File: src/rtl/pet_pkg.sv
package pet_pkg;

  typedef enum logic [2:0] {
    EXC_NONE     = 3'd0,
    EXC_ITLB     = 3'd1,
    EXC_ILLEGAL  = 3'd2,
    EXC_OVERFLOW = 3'd3,
    EXC_DTLB     = 3'd4,
    EXC_IRQ      = 3'd5
  } excCode_t;

  // strobes from control to datapath
  typedef struct packed {
    logic flush;    // kill every slot younger than writeback
    logic capture;  // load exception PC / cause from writeback slot
  } ctrl_t;

  // code attached by the stage that a slot occupies (0 = decode)
  function automatic excCode_t stageCode(input int stage);
    case (stage)
      0:       stageCode = EXC_ILLEGAL;
      1:       stageCode = EXC_OVERFLOW;
      default: stageCode = EXC_DTLB;
    endcase
  endfunction

endpackage

File: src/rtl/pet_datapath.sv
module pet_datapath
  import pet_pkg::*;
#(
  parameter int PC_W = 32
) (
  input  logic             clk,
  input  logic             rstN,
  input  ctrl_t            ctrl,
  input  logic             fetchValid,
  input  logic [PC_W-1:0]  fetchPc,
  input  logic             itlbFault,
  input  logic             irqReq,
  input  logic             decIllegal,
  input  logic             exOverflow,
  input  logic             memDtlbFault,
  output logic             wbValid,
  output logic [PC_W-1:0]  wbPc,
  output excCode_t         wbCode,
  output logic [PC_W-1:0]  excPc,
  output excCode_t         excCause
);

  localparam int NSLOT = 4;          // decode, execute, memory, writeback
  localparam int WB    = NSLOT - 1;

  logic            slotValid [NSLOT];
  logic [PC_W-1:0] slotPc    [NSLOT];
  excCode_t        slotCode  [NSLOT];
  logic            stageFault[NSLOT-1];

  logic     entryValid;
  excCode_t entryCode;

  assign stageFault[0] = decIllegal;
  assign stageFault[1] = exOverflow;
  assign stageFault[2] = memDtlbFault;

  // fetch: interrupt replaces the slot with a marked bubble
  always_comb begin
    entryValid = irqReq | fetchValid;
    if (irqReq)                       entryCode = EXC_IRQ;
    else if (fetchValid && itlbFault) entryCode = EXC_ITLB;
    else                              entryCode = EXC_NONE;
  end

  always_ff @(posedge clk) begin
    if (!rstN || ctrl.flush) begin
      slotValid[0] <= 1'b0;
      slotPc[0]    <= '0;
      slotCode[0]  <= EXC_NONE;
    end else begin
      slotValid[0] <= entryValid;
      slotPc[0]    <= fetchPc;
      slotCode[0]  <= entryCode;
    end
  end

  for (genvar s = 1; s < NSLOT; s++) begin : g_slot
    excCode_t nextCode;
    always_comb begin
      if (slotCode[s-1] != EXC_NONE)
        nextCode = slotCode[s-1];                 // earliest stage wins
      else if (slotValid[s-1] && stageFault[s-1])
        nextCode = stageCode(s-1);
      else
        nextCode = EXC_NONE;
    end

    always_ff @(posedge clk) begin
      if (!rstN || ctrl.flush) begin
        slotValid[s] <= 1'b0;
        slotPc[s]    <= '0;
        slotCode[s]  <= EXC_NONE;
      end else begin
        slotValid[s] <= slotValid[s-1];
        slotPc[s]    <= slotPc[s-1];
        slotCode[s]  <= nextCode;
      end
    end

    // earliest fault code is carried forward unchanged
    assert_earliest_kept_R7: assert property (@(posedge clk) disable iff (!rstN)
      (slotValid[s-1] && slotCode[s-1] != EXC_NONE && !ctrl.flush)
        |=> (slotCode[s] == $past(slotCode[s-1])));
  end

  always_ff @(posedge clk) begin
    if (!rstN) begin
      excPc    <= '0;
      excCause <= EXC_NONE;
    end else if (ctrl.capture) begin
      excPc    <= slotPc[WB];
      excCause <= slotCode[WB];
    end
  end

  assign wbValid = slotValid[WB];
  assign wbPc    = slotPc[WB];
  assign wbCode  = slotCode[WB];

  assert_flush_empties_R6: assert property (@(posedge clk) disable iff (!rstN)
    ctrl.flush |=> !(slotValid[0] || slotValid[1] || slotValid[2] || slotValid[3]));

  assert_capture_wb_R5: assert property (@(posedge clk) disable iff (!rstN)
    ctrl.capture |=> (excPc == $past(slotPc[WB]) && excCause == $past(slotCode[WB])));

  assert_hold_regs_R11: assert property (@(posedge clk) disable iff (!rstN)
    !ctrl.capture |=> ($stable(excPc) && $stable(excCause)));

  assert_irq_bubble_R8: assert property (@(posedge clk) disable iff (!rstN)
    (irqReq && !ctrl.flush) |=> (slotValid[0] && slotCode[0] == EXC_IRQ));

endmodule

File: src/rtl/pet_control.sv
module pet_control
  import pet_pkg::*;
(
  input  logic     clk,
  input  logic     rstN,
  input  logic     wbValid,
  input  excCode_t wbCode,
  output ctrl_t    ctrl,
  output logic     redirectValid,
  output logic     wbCommit
);

  logic take;

  assign take          = wbValid && (wbCode != EXC_NONE);
  assign ctrl.flush    = take;
  assign ctrl.capture  = take;
  assign redirectValid = take;
  assign wbCommit      = wbValid && !take;

  // a taken exception leaves nothing behind that could redirect next cycle
  assert_single_redirect_R9: assert property (@(posedge clk) disable iff (!rstN)
    redirectValid |=> !redirectValid);

  // after a redirect the pipe is empty, so nothing retires next cycle
  assert_no_commit_after_R6: assert property (@(posedge clk) disable iff (!rstN)
    redirectValid |=> !wbCommit);

endmodule

File: src/rtl/precise_exc_tracker.sv
module precise_exc_tracker
  import pet_pkg::*;
#(
  parameter int              PC_W   = 32,
  parameter logic [PC_W-1:0] VECTOR = 32'h0000_0080
) (
  input  logic            clk,
  input  logic            rstN,
  input  logic            fetchValid,
  input  logic [PC_W-1:0] fetchPc,
  input  logic            itlbFault,
  input  logic            irqReq,
  input  logic            decIllegal,
  input  logic            exOverflow,
  input  logic            memDtlbFault,
  output logic            wbCommit,
  output logic [PC_W-1:0] wbPc,
  output logic            redirectValid,
  output logic [PC_W-1:0] redirectPc,
  output logic [PC_W-1:0] excPc,
  output logic [2:0]      excCause
);

  ctrl_t    ctrl;
  logic     wbValid;
  excCode_t wbCode;
  excCode_t causeQ;

  pet_datapath #(.PC_W(PC_W)) u_dp (
    .clk          (clk),
    .rstN         (rstN),
    .ctrl         (ctrl),
    .fetchValid   (fetchValid),
    .fetchPc      (fetchPc),
    .itlbFault    (itlbFault),
    .irqReq       (irqReq),
    .decIllegal   (decIllegal),
    .exOverflow   (exOverflow),
    .memDtlbFault (memDtlbFault),
    .wbValid      (wbValid),
    .wbPc         (wbPc),
    .wbCode       (wbCode),
    .excPc        (excPc),
    .excCause     (causeQ)
  );

  pet_control u_ctl (
    .clk           (clk),
    .rstN          (rstN),
    .wbValid       (wbValid),
    .wbCode        (wbCode),
    .ctrl          (ctrl),
    .redirectValid (redirectValid),
    .wbCommit      (wbCommit)
  );

  assign redirectPc = VECTOR;
  assign excCause   = causeQ;

  assert_cause_range_R3: assert property (@(posedge clk) disable iff (!rstN)
    redirectValid |=> (excCause >= 3'd1 && excCause <= 3'd5));

endmodule

File: config.mk
export PLATFORM = sky130hd
export DESIGN_NAME = precise_exc_tracker
export DESIGN_NICKNAME = d
export VERILOG_FILES = /design/src/rtl/pet_pkg.sv /design/src/rtl/pet_datapath.sv /design/src/rtl/pet_control.sv /design/src/rtl/precise_exc_tracker.sv
export SDC_FILE = /design/constraint.sdc
export NUM_CORES = 1
export LEC_CHECK = 0
export CAP_MARGIN = 20
export CORE_ASPECT_RATIO = 0.7
export CORE_MARGIN = 2
export CORE_UTILIZATION = 40
export DETAILED_ROUTE_END_ITERATION = 16
export GPL_ROUTABILITY_DRIVEN = 0
export PLACE_DENSITY_LB_ADDON = 0.2
export SYNTH_ARGS = -nofsm -noshare
export SYNTH_HDL_FRONTEND = slang
export SYNTH_SLANG_ARGS = --single-unit
File: constraint.sdc
create_clock -name clk -period 1.35 [get_ports clk]
set_clock_uncertainty 0.1 [all_clocks]
set_input_delay 0.27 -clock clk [delete_from_list [all_inputs] [get_ports clk]]
set_output_delay 0.27 -clock clk [all_outputs]
set_load 0.01 [all_outputs]
==> metrics.yaml <==
power_and_ir_drop:
  leakage_nw: 3.83
  powerDensity_nw_per_um2: 1340
  p_int_mw: 8.27
  switching_share_pct: 22.6
  worst_ir_drop_vdd_mv: 0.872
  sequentialPowerShare_pct: 51.0
  p_comb_share_pct: 4.5
  clockPowerShare_pct: 44.5
  total_switching_power_mw: 2.41
floorplanning:
  ioPinCount: 141
  coreArea_um2: 14000
  chipWidth_um: 147
  placementRows: 36
  design.die.area_um2: 15300
  start_util_pct: 41.1
  die_y_um: 104
cts:
  cts_tree: "yes"
  htree_levels: 4
  path_clk_slew_ns: 0.07
  root_buffer: "clkbuf_16"
  cts_sinks: 178
  clock_path_buffers: 2
  numCtsBuffers: 17
  clk_latency_ns: 0.42
worst_setup_path:
  arrival_ns: 1.24
  r2r_start: "u_dp.slotCode[3][2]"
  endpoint: "redirectValid"
  start_kind: "flop"
  critPathMaxStageDelay_ns: 0.36
  end_kind: "primary output"
  path_buf_inv: 2
  crit_start: "u_dp.slotCode[3][2]"
  reg2reg_to: "u_dp.slotCode[1][1]"
  crit_type: "reg -> out"
  regToRegSetupSlack_ns: -0.25
  required_ns: 0.98
  cp_max_fo: 3
  rr_worst_depth: 6
  cpMaxStageDelayCell: "dfxtp_4"
  cp_top_family: "flip-flops"
  crit_chain: "o31ai_4, inv_1, buf_6"
  path_depth: 3
place:
  dpl.hpwl_mm: 6.38
  portBuffers: 108
  postPlaceCellArea_um2: 6660
flow_run:
  maxCapViolations: 0
synthesis:
  synth_top_area_share_pct: 62.0
  netlist_instances: 549
  synth_area_leaders: "dfxtp_1, and3_1, buf_4"
  postSynth.asyncResetShare_pct: 0
  yosysTopAreaCell: "dfxtp_1"
  avgSynthCellArea_um2: 10.5
  synth_edf_count: 0
  ys_types: 23
  ys_seq_area_share_pct: 62.0
  synthTopCellsByCount: "dfxtp_1, and3_1, buf_4, o21ai_0, nand2_1"
  syn_area_um2: 5740
  ys_ff_latch: 178
  yosysWarnings: 0
  synthFlopType: "dfxtp_1"
  synth.most_common_cell: "dfxtp_1"
run_status:
  status: "complete, but fails checks"
  violations: "setup timing"
route:
  detail-route-antenna-nets: 0
  viasPerCell: 4.58
  wl_per_cell_um: 15.4
  first_iter_violations: 234
  drc: 0
  vias: 3917
  drt_first_pass_iters: 4
  wirelength_mm: 13.2
finish:
  final_nets: 692
  syn2layout_area_growth_pct: 38.4
  multi_input_area_um2: 1790
  insertedDiodeCount: 0
  fill_cells: 1220
  drive_gt1_share_pct: 35.8
  postLayoutCellArea_um2: 7950
  fin_util_pct: 56.9
  regArea_um2: 3620
sta:
  hold_viol_final: 0
  fin_crit_ns: 1.61
  post-route-period-util_pct: 119
  rsz0062_at_grt: "true"
  tns_ns: -29.13
  fmax_ghz: 0.622
  maxSlewViolCount: 0
  finalSetupViolCount: 176
  layout_setup_ws_ns: -0.257
global_routing:
  grt_pass1_vias: 3561
  grt_start_max_net_pins: 62
  grt_pass1_wl_mm: 19.4
  grt-ovfl-total: 0
  antenna_found_initial: 2
  grtUsageTotal_pct: 16.3
worst_hold_path:
  min_path_type: "in -> reg"
  whs_path_depth: 3
[state kept, by name, indices dropped and copies added (netlist names)]
| signal | count |
|---|---|
| u_dp.excPc | 32 |
| u_dp.slotCode | 11 |
| u_dp.excCause | 3 |
| u_dp.slotPc | 128 |
| u_dp.slotValid | 4 |
[cell type report]
cell class / instances / share of cell area (%)
Sequential cell: 178 / 45.6
Clock buffer: 18 / 5.40
Timing Repair Buffer: 163 / 21.7
Clock inverter: 14 / 1.83
Inverter: 1 / 0.0472
Multi-Input combinational cell: 291 / 22.5
Tap cell: 190 / 2.99
[cell usage in the layout, fill, tap and decap left out, drive strengths merged, types with 2 or more instances in the layout]
cell type / synthesis / final
inv: 1 / 8
conb: 2 / 32
nand3: 32 / 32
clkbuf: 37 / 27
dfxtp: 178 / 178
buf: 72 / 116
clkinv: 0 / 6
nand2: 33 / 33
nor2b: 3 / 3
and3: 137 / 137
o21ai: 35 / 35
nor2: 7 / 7
clkdlybuf4s50: 0 / 38
a22oi: 3 / 3
o21a: 2 / 2
[stage by stage]
stage | hold WS, ns | std cells | power, mW | setup WS (ns)
2_1_floorplan | 0.286 | 579 | 5.87 | 0.00448
3_3_place_gp | 0.336 | 782 | 5.98 | -0.317
3_5_place_dp | 0.327 | 782 | 6.00 | -0.329
4_1_cts | 0.0876 | 849 | 10.7 | -0.269
5_1_grt | 0.133 | 855 | 11.1 | -0.309
6_report | 0.122 | 855 | 10.7 | -0.257
[power by group through the flow]
stage | Sequential (mW) | Clock, mW | Combinational, mW
4_1_cts | 5.44 | 4.84 | 0.463
3_3_place_gp | 5.56 | 0 | 0.428
3_5_place_dp | 5.56 | 0 | 0.434
6_report | 5.44 | 4.75 | 0.484
2_1_floorplan | 5.55 | 0 | 0.318
5_1_grt | 5.45 | 5.08 | 0.531
[tightest hold or removal path, stage by stage]
cell	delay, ns
buf_4	0.19
nand2_4	0.12
nor2_2	0.03
[timing repair]
item	CTS	global route
setup buffers	19	8
cloned	16	11
hold buffers	0	0
resized for setup	362	69
setup endpoints to repair	236	193
pin swaps	9	24
[per-layer routing]
layer / global-route usage (%) / wire (um) / part of all wire [%]
met5: 0 / 23 / 0.17
met4: 5.98 / 112 / 0.85
met3: 4.39 / 528 / 4.0
met2: 25.4 / 6330 / 48
met1: 21.7 / 6200 / 47
[cells by family (layout without fill, tap and decap cells)]
family          Yosys count  count (layout)  synth area share (%)
flops                   178             178                  62.0
compound gates           43              43                  4.27
simple gates            216             216                  21.3
buf+inv                 110             196                  12.3
other cells               2              32                 0.131
[how the worst min path moves through the flow]
stage / startpoint / end
CTS: rstN / u_dp.slotCode[3][2]
finish: rstN / u_dp.slotCode[3][2]
global route: rstN / u_dp.slotCode[3][2]
detailed placement: u_dp.slotCode[2][2] / u_dp.slotCode[3][2]
floorplan: irqReq / u_dp.slotValid[0][0]
global placement: u_dp.slotCode[2][2] / u_dp.slotCode[3][2]
Note: power is estimated with default switching activity, not from simulation.
